==> src/rtl/osc_cal_pkg.sv <==
package osc_cal_pkg;

  typedef enum logic [1:0] {
    PH_IDLE   = 2'd0,
    PH_SETTLE = 2'd1,
    PH_EVAL   = 2'd2,
    PH_DONE   = 2'd3
  } cal_phase_e;

  // single set bit at a position (codes up to 32 bits)
  function automatic logic [31:0] one_hot32(input logic [31:0] pos);
    return 32'd1 << pos;
  endfunction

  // outcome of judging the trial bit: a late edge removes it
  function automatic logic [31:0] resolve_bit(input logic [31:0] code,
                                              input logic [31:0] pos,
                                              input logic        too_slow);
    return too_slow ? (code & ~one_hot32(pos)) : code;
  endfunction

  // arm the next lower trial bit, if any remains
  function automatic logic [31:0] next_trial(input logic [31:0] code,
                                             input logic [31:0] pos);
    return (pos == 32'd0) ? code : (code | one_hot32(pos - 32'd1));
  endfunction

  // both words at mid-scale, coarse word above fine word
  function automatic logic [31:0] mid_pair(input logic [31:0] cw,
                                           input logic [31:0] fw);
    return (one_hot32(cw - 32'd1) << fw) | one_hot32(fw - 32'd1);
  endfunction

endpackage

==> src/rtl/osc_cal_seq.sv <==
module osc_cal_seq
  import osc_cal_pkg::*;
#(
  parameter int CODE_W = 15,
  localparam int IDX_W = $clog2(CODE_W)
) (
  input  logic             clk,
  input  logic             rst_n,
  input  logic             enable,
  output cal_phase_e       phase_o,
  output logic [IDX_W-1:0] idx_o,
  output logic             start_evt_o,
  output logic             eval_evt_o
);

  localparam logic [IDX_W-1:0] TOP_IDX = IDX_W'(CODE_W - 1);

  cal_phase_e       phase_q, phase_d;
  logic [IDX_W-1:0] idx_q, idx_d;

  assign start_evt_o = enable && (phase_q == PH_IDLE);
  assign eval_evt_o  = enable && (phase_q == PH_EVAL);

  always_comb begin
    phase_d = phase_q;
    idx_d   = idx_q;
    if (!enable) begin
      phase_d = PH_IDLE;
      idx_d   = TOP_IDX;
    end else begin
      case (phase_q)
        PH_IDLE: begin
          phase_d = PH_SETTLE;
          idx_d   = TOP_IDX;
        end
        PH_SETTLE: phase_d = PH_EVAL;
        PH_EVAL: begin
          if (idx_q == '0) begin
            phase_d = PH_DONE;
          end else begin
            phase_d = PH_SETTLE;
            idx_d   = idx_q - 1'b1;
          end
        end
        default: phase_d = PH_DONE;
      endcase
    end
  end

  always_ff @(posedge clk or negedge rst_n) begin
    if (!rst_n) begin
      phase_q <= PH_IDLE;
      idx_q   <= TOP_IDX;
    end else begin
      phase_q <= phase_d;
      idx_q   <= idx_d;
    end
  end

  assign phase_o = phase_q;
  assign idx_o   = idx_q;

endmodule

==> src/rtl/osc_cal_sar.sv <==
module osc_cal_sar
  import osc_cal_pkg::*;
#(
  parameter int COARSE_W = 10,
  parameter int FINE_W   = 5,
  localparam int CODE_W  = COARSE_W + FINE_W,
  localparam int IDX_W   = $clog2(CODE_W)
) (
  input  logic              clk,
  input  logic              rst_n,
  input  logic              enable,
  input  logic              start_evt,
  input  logic              eval_evt,
  input  logic [IDX_W-1:0]  idx,
  input  logic              slow_i,
  output logic [CODE_W-1:0] code_o
);

  localparam logic [CODE_W-1:0] MID_CODE =
    CODE_W'(mid_pair(32'(COARSE_W), 32'(FINE_W)));
  localparam logic [CODE_W-1:0] FIRST_TRIAL =
    CODE_W'(one_hot32(32'(CODE_W - 1)));

  logic [CODE_W-1:0] code_q;
  logic [31:0]       judged;

  assign judged = resolve_bit(32'(code_q), 32'(idx), slow_i);

  always_ff @(posedge clk or negedge rst_n) begin
    if (!rst_n) begin
      code_q <= MID_CODE;
    end else if (!enable) begin
      code_q <= MID_CODE;
    end else if (start_evt) begin
      code_q <= FIRST_TRIAL;
    end else if (eval_evt) begin
      code_q <= CODE_W'(next_trial(judged, 32'(idx)));
    end
  end

  assign code_o = code_q;

endmodule

==> src/rtl/osc_cal_trim_hold.sv <==
module osc_cal_trim_hold #(
  parameter int TRIM_W = 8
) (
  input  logic              clk,
  input  logic              rst_n,
  input  logic              capture,
  input  logic [TRIM_W-1:0] trim_i,
  output logic [TRIM_W-1:0] trim_o
);

  logic [TRIM_W-1:0] trim_q;

  always_ff @(posedge clk or negedge rst_n) begin
    if (!rst_n) begin
      trim_q <= '0;
    end else if (capture) begin
      trim_q <= trim_i;
    end
  end

  assign trim_o = trim_q;

endmodule

==> src/rtl/osc_sar_cal.sv <==
module osc_sar_cal
  import osc_cal_pkg::*;
#(
  parameter int COARSE_W = 10,
  parameter int FINE_W   = 5,
  parameter int TRIM_W   = 8
) (
  input  logic                clk,
  input  logic                rst_n,
  input  logic                enable,
  input  logic                slow_i,
  input  logic [TRIM_W-1:0]   trim_i,
  output logic [COARSE_W-1:0] coarse_o,
  output logic [FINE_W-1:0]   fine_o,
  output logic [TRIM_W-1:0]   trim_o,
  output logic                done_o
);

  localparam int CODE_W = COARSE_W + FINE_W;
  localparam int IDX_W  = $clog2(CODE_W);

  cal_phase_e        phase;
  logic [IDX_W-1:0]  trial_idx;
  logic              start_evt;
  logic              eval_evt;
  logic              in_idle;
  logic [CODE_W-1:0] code;

  osc_cal_seq #(.CODE_W(CODE_W)) u_seq (
    .clk        (clk),
    .rst_n      (rst_n),
    .enable     (enable),
    .phase_o    (phase),
    .idx_o      (trial_idx),
    .start_evt_o(start_evt),
    .eval_evt_o (eval_evt)
  );

  osc_cal_sar #(.COARSE_W(COARSE_W), .FINE_W(FINE_W)) u_sar (
    .clk      (clk),
    .rst_n    (rst_n),
    .enable   (enable),
    .start_evt(start_evt),
    .eval_evt (eval_evt),
    .idx      (trial_idx),
    .slow_i   (slow_i),
    .code_o   (code)
  );

  assign in_idle = (phase == PH_IDLE);

  osc_cal_trim_hold #(.TRIM_W(TRIM_W)) u_trim (
    .clk    (clk),
    .rst_n  (rst_n),
    .capture(in_idle),
    .trim_i (trim_i),
    .trim_o (trim_o)
  );

  assign coarse_o = code[CODE_W-1:FINE_W];
  assign fine_o   = code[FINE_W-1:0];
  assign done_o   = (phase == PH_DONE);

endmodule

==> config.mk <==
export PLATFORM = sky130hd
export DESIGN_NAME = osc_sar_cal
export DESIGN_NICKNAME = d
export VERILOG_FILES = /design/src/rtl/osc_cal_pkg.sv /design/src/rtl/osc_cal_seq.sv /design/src/rtl/osc_cal_sar.sv /design/src/rtl/osc_cal_trim_hold.sv /design/src/rtl/osc_sar_cal.sv
export SDC_FILE = /design/constraint.sdc
export NUM_CORES = 1
export LEC_CHECK = 0
export BUFFER_PORTS_ARGS = -buffer_cell sky130_fd_sc_hd__buf_2
export CORE_MARGIN = 10
export CORE_UTILIZATION = 40
export DETAILED_ROUTE_END_ITERATION = 16
export GPL_TIMING_DRIVEN = 0
export HOLD_SLACK_MARGIN = 0.03
export SLEW_MARGIN = 40
export SYNTH_ARGS = -nofsm -noshare
export SYNTH_HDL_FRONTEND = slang
export SYNTH_SLANG_ARGS = --single-unit
==> constraint.sdc <==
create_clock -name clk -period 1.85 [get_ports clk]
set_input_delay 0.0925 -clock clk [delete_from_list [all_inputs] [get_ports clk]]
set_output_delay 0.0925 -clock clk [all_outputs]
set_load 0.01 [all_outputs]
* Word level (Yosys, flattened, before mapping) *
Cells that the tools add are included.

storage, ports and cells
  bits of input ports = 12
  word-level logic and storage cells = 33
  register bits = 29
  output and inout bits = 24

operators by class
  shift-type cells = 2
  eq/ne operators = 6
  multiplexer cells = 11
  add/sub/neg operators = 2
  bitwise gates (word level) = 3
  reductions and logical operators = 5

operators with widths
  kind                                                                    count
  15-bit 2-to-1 mux                                                       5
  1-bit by 32-bit << shifter with 15-bit output (first input constant)    1
  15-bit bitwise AND                                                      1
  15-bit NOT                                                              1
  15-bit bitwise OR                                                       1
  1-bit by 4-bit << shifter with 15-bit output (first input constant)     1
  4-bit 2-to-1 mux                                                        2
  4-bit one-hot mux with 2 select lines                                   1
  3-bit by 1-bit != test with 1-bit output (second input constant)        2
  2-bit one-hot mux with 3 select lines                                   1
  4-bit by 1-bit subtractor with 5-bit output (second input constant)     1
  2-bit equality test (second input constant)                             2
  4-bit zero test                                                         1
  2-bit 2-to-1 mux                                                        2
  4-bit by 1-bit subtractor with 4-bit output (second input constant)     1
  3-bit != test (second input constant)                                   1
  2-bit by 1-bit equality test with 1-bit output (second input constant)  1
  1-bit logical AND                                                       2
  2-bit zero test                                                         1
  2-bit AND reduction                                                     1

* Logic depth before layout (Yosys ltp) *
  depth in word-level cells = 9
  depth in mapped cells = 6
  mapped depth without buffers = 5

* Modules after synthesis *
From an unflattened synthesis, not the netlist that was laid out.

unflattened totals
  cells, all modules = 154
  area, all modules = 1602.8 µm²

by module, submodules not included
  module             area each (µm²)  cells an instance  instances  sequential area each (µm²)
  osc_cal_sar        935.9            103                1          377.9
  osc_cal_trim_hold  331.6            17                 1          200.2
  osc_cal_seq        325.3            32                 1          153.9
  osc_sar_cal        10.0             2                  1          0.0

* Worst setup path after synthesis *
Ideal clock, no wire load.

  path type = reg2reg
  start = register u_seq.idx_q[1], in the netlist u_seq.idx_o[1]
  end = register u_sar.code_q[6], in the netlist u_sar.code_o[6]
  setup time = 0.068 ns
  stages on the path, launching flop included = 7
  period minus slack after synthesis = 1.863 ns
  arrival = 1.795 ns
  path slack = -0.013 ns
  required time = 1.782 ns
  path buffers = 1
  path through = dfstp_2 inv_1 ha_1 buf_2 or2_2 o311ai_2 a32o_1

between the ends
  cells in the longest elaborated chain, start to end = 9
  elaborated cells on any way between the ends = 12
  classes of those cells = add/sub: 1; shift: 2; mux: 5; bitwise: 3; reduce/logical: 1

RTL lines
  item                                                                                                 RTL line           RTL
  start, declared                                                                                      osc_cal_seq.sv:19  logic [IDX_W-1:0] idx_q, idx_d;
  start signal, assigned                                                                               osc_cal_seq.sv:56  idx_q <= idx_d;
  parallel branches: the longest is 5 deep, another holds 4-bit by 1-bit subtractor with 5-bit output  --
  15-bit 2-to-1 mux *                                                                                  osc_cal_pkg.sv:25  return (pos == 32'd0) ? code : (code | one_hot32(pos - 32'd1));
  15-bit 2-to-1 mux *                                                                                  osc_cal_sar.sv:36  end else if (eval_evt) begin
  15-bit 2-to-1 mux *                                                                                  osc_cal_sar.sv:34  end else if (start_evt) begin
  15-bit 2-to-1 mux *                                                                                  osc_cal_sar.sv:32  end else if (!enable) begin
  end signal, assigned                                                                                 osc_cal_sar.sv:37  code_q <= CODE_W'(next_trial(judged, 32'(idx)));
  end, declared                                                                                        osc_cal_sar.sv:24  logic [CODE_W-1:0] code_q;

Mark *: on every way between the ends. The select of a mux whose other input is x is not followed.
A chain may end at the register's enable or synchronous reset.

* Final worst setup path *
  start = register u_seq.idx_q[0], in the netlist u_seq.idx_o[0]
  end = register u_seq.idx_q[0], in the netlist u_seq.idx_o[0]

between the ends
  cells in the longest elaborated chain, start to end = 4
  elaborated cells on any way between the ends = 7
  classes of those cells = add/sub: 1; eq/ne: 1; mux: 3; reduce/logical: 2

RTL lines
  item                                         RTL line           RTL
  4-bit by 1-bit subtractor with 4-bit output  osc_cal_seq.sv:42  idx_d = idx_q - 1'b1;
  4-bit 2-to-1 mux                             osc_cal_seq.sv:38  if (idx_q == '0) begin
  4-bit one-hot mux with 2 select lines        osc_cal_seq.sv:31  case (phase_q)
  4-bit 2-to-1 mux                             osc_cal_seq.sv:27  if (!enable) begin

Several ways; a longest one is shown, not always the timed one. The select of a mux whose other input is x is not followed.

==> flow_summary.ini <==
[setup_path]
setup.worst_path.start = u_seq.idx_o[0]
worstReg2RegStart = u_seq.idx_o[0]
crit_path_class = reg2reg
rr_endpoint = u_seq.idx_o[0]
setup.worst_path.end = u_seq.idx_o[0]
worst_setup_path_end_kind = flop
startpoint_type = flop
cp_max_fo = 10
worstPathArrival_ns = 1.93
cp.required_ns = 2.01
ff2ff_path_depth = 5
regToRegSetupSlack_ns = 0.09

[die]
dieHeight_um = 82.3
row_count = 22
die_w_um = 82.3
num_io_pins = 36
initial_cell_density_of_the_core_pct = 41.8
fp.dieArea_um2 = 6780
core_box_area_um2 = 3720

[pwr]
comb_power_share_pct = 14.8
p_per_area_nw_per_um2 = 730
reported_net_switching_power_w = 0.000359
p_leak_nw = 0.885
sw_frac_of_total_pct = 25.3
internal-power_w = 0.00106
seq_power_share_pct = 49.0
clock_power_share_pct = 36.2
vdd_drop_max_mv = 0.444

[logic_synthesis]
postSynth.asyncResetShare_pct = 100
synth.top_cells.by_area = sky130_fd_sc_hd__dfrtp_1 39%, sky130_fd_sc_hd__dfstp_2 8.5%, sky130_fd_sc_hd__mux2_2 7.2%, sky130_fd_sc_hd__a32o_1 5.2%, sky130_fd_sc_hd__ha_1 4.0%
synthesis.instances = 140
synth.top_cell.area_share_pct = 38.6
synth-edff-count = 0
synth_fp_nets = 157
number_of_register_bits_inferred_by_synthesis = 29
synth_top_flop_cell = sky130_fd_sc_hd__dfrtp_1
post_synth.cell_area_avg_um2 = 11.1
synth.yosys.warnings = 0
synth_largest_area_cell = sky130_fd_sc_hd__dfrtp_1
synthDistinctLibCells = 44
syn-cell-area_um2 = 1550
synth_seq_area_share_pct = 47.1

[finish]
finalNetCount = 202
postLayoutCoreUtil_pct = 52.2
post_route_cells_drive_above_1_share_pct = 40.0
finished_layout_cells = 233
syn2layout_area_growth_pct = 24.9
antenna_cells_inserted = 0

[placed_design]
placement.setup.worst_slack_ns = -0.240
placed_instances = 223
port-buffer-count = 35
detailed_place_hpwl_um = 2970
place_congestion = 0.919

[route]
drt-vias-per-instance = 5.66
remaining_drc_errors = 0
initialDrtViolationCount = 81
finalWirelength_um = 3900
detail-route-antenna-nets = 0
vias = 1318
routed_wire_length_per_instance_um = 16.7
first_pass_iters = 4

[clocking]
cts_buffers = 5
clk_root_buffer_cell = sky130_fd_sc_hd__clkbuf_8
clock_sink_count = 29
cts_htree_levels = 2
clk_path_buf_depth = 2
cts_tree = yes
clock_insertion_delay_worst_skew_ns = 0.28
clk_transition_reported_paths_ns = 0.06

[sta]
slew_viol_final = 0
max_slew.worst_pin.slew_ns = 0.717
worst_slew_margin_rel_pct = 51.7
setup_viol = 0
setup_repair_after_global_routing_missed_its_margin = false
hold_violations = 0
clock-skew-final_ns = 0.00629
hold_ws_ns = 0.0461
finalCritPeriodShare_pct = 95.3
fmax_mhz = 567
final.setup.worst_slack_ns = 0.0862
fin_setup_tns_ns = 0
min_period_ns = 1.76

[grt]
globalRoute.totalOverflow = 0
grt_pass1_wl_um = 6560
grt_pass1_vias = 1351
maximum_number_of_pins_on_one_net_before_global_route_repair = 30
grt.total_usage_pct = 12.4
grt_antenna_before_repair = 0

[hold_path]
holdCritStartpoint = trim_i[1]
min_path_type = in2reg

[job]
max_cap_viol_count = 0

[run_status]
run_status = finished clean
==> worst max-delay path, stage by stage (launching register included) <==
cell and delay [ns]:
sky130_fd_sc_hd__dfrtp_2 0.49, sky130_fd_sc_hd__inv_4 0.14, sky130_fd_sc_hd__ha_4 0.19, sky130_fd_sc_hd__or3b_1 0.40
sky130_fd_sc_hd__nor2b_1 0.17, sky130_fd_sc_hd__mux2_2 0.26
==> cells by family after synthesis <==
| kind of cell | after synthesis | synth area share (%) |
|---|---|---|
| simple gates | 42 | 16.8 |
| compound gates | 39 | 20.5 |
| flops | 29 | 47.1 |
| buf+inv | 14 | 3.70 |
| mux | 10 | 7.25 |
| fa+ha+maj | 5 | 4.03 |
| xor+xnor | 1 | 0.564 |
==> repair_timing <==
action	in CTS	in global routing
hold buffers	1	0
pin swaps	2	2
gates resized for setup	6	4
setup buffers	1	2
cloned	0	0
endpoints found under the hold margin	24	0
setup endpoints to repair	18	10
==> cells in the final DEF, fill, tap and decap left out, types with 3 or more instances in the layout <==
master                      n
sky130_fd_sc_hd__a211oi_1   4
sky130_fd_sc_hd__a311oi_1   3
sky130_fd_sc_hd__a31o_1     3
sky130_fd_sc_hd__a32o_1     8
sky130_fd_sc_hd__and4b_1    4
sky130_fd_sc_hd__buf_2     38
sky130_fd_sc_hd__buf_4      3
sky130_fd_sc_hd__clkbuf_1   3
sky130_fd_sc_hd__clkbuf_8   6
sky130_fd_sc_hd__dfrtp_1   23
sky130_fd_sc_hd__dfstp_2    5
sky130_fd_sc_hd__ha_1       3
sky130_fd_sc_hd__inv_1      5
sky130_fd_sc_hd__mux2_2    10
sky130_fd_sc_hd__nand2_1    6
sky130_fd_sc_hd__nand2b_1   3
sky130_fd_sc_hd__nand3_1    5
sky130_fd_sc_hd__nand3b_1   3
sky130_fd_sc_hd__nor2_1     5
sky130_fd_sc_hd__nor3_1     4
sky130_fd_sc_hd__o21ai_0    5
==> flip-flops by register name (all words and copies together) (netlist names) <==
register	cells
u_sar.code_o	15
u_trim.trim_o	8
u_seq.idx_o	4
u_seq.phase_o	2
==> power groups by stage <==
stage          clock network (W)  logic [W]  registers [W]
2_1_floorplan                  0  0.0000966       0.000719
3_3_place_gp                   0   0.000193       0.000704
3_5_place_dp                   0   0.000196       0.000707
4_1_cts                 0.000529   0.000207       0.000695
5_1_grt                 0.000568   0.000232       0.000701
6_report                0.000513   0.000209       0.000695
==> synth_stat cells, drive strengths merged, types with 2 or more instances <==
cell	number
nand3b	3
nand2	6
a211oi	4
a311oi	3
a32o	8
nor2b	2
o21ai	6
mux2	10
dfstp	5
or3b	2
inv	8
and4b	4
a31o	3
dfrtp	24
ha	5
nor2	6
nor3	4
a31oi	2
nand2b	3
a22o	2
nand3	5
a21oi	2
clkbuf	2
buf	4
==> routing by layer <==
layer	track usage, %	share of wire [%]
met1	14.6	42
met2	19.5	47
met3	5.08	9.0
met4	5.10	2.0
met5	0	0
==> worst min-delay path by stage <==
stage                                  end  slack (ns)  cells past startpoint
after floorplan            u_sar.code_o[0]       -0.20                      0
after global placement     u_sar.code_o[3]        0.15                      1
after detailed placement  u_sar.code_o[11]        0.15                      1
after CTS                 u_trim.trim_o[1]        0.04                      2
after global routing      u_trim.trim_o[0]        0.04                      2
final                     u_trim.trim_o[1]        0.05                      2
==> per-stage QoR <==
| stage | power, W | cell area [µm²] |
|---|---|---|
| floorplan | 0.000816 | 1560 |
| global placement | 0.000897 | 1800 |
| detailed placement | 0.000903 | 1800 |
| CTS | 0.00143 | 1920 |
| global route | 0.00150 | 1940 |
| finish | 0.00142 | 1940 |
==> final cells by class <==
class                           count  area, µm²
Fill cell                         340       1780
Multi-Input combinational cell     97        798
Sequential cell                    29        733
Timing Repair Buffer               39        208
Clock buffer                        7       86.3
Tap cell                           48       60.1
Inverter                            8       32.5
Buffer                              5       22.5
Note: power is estimated with default switching activity, not from simulation.
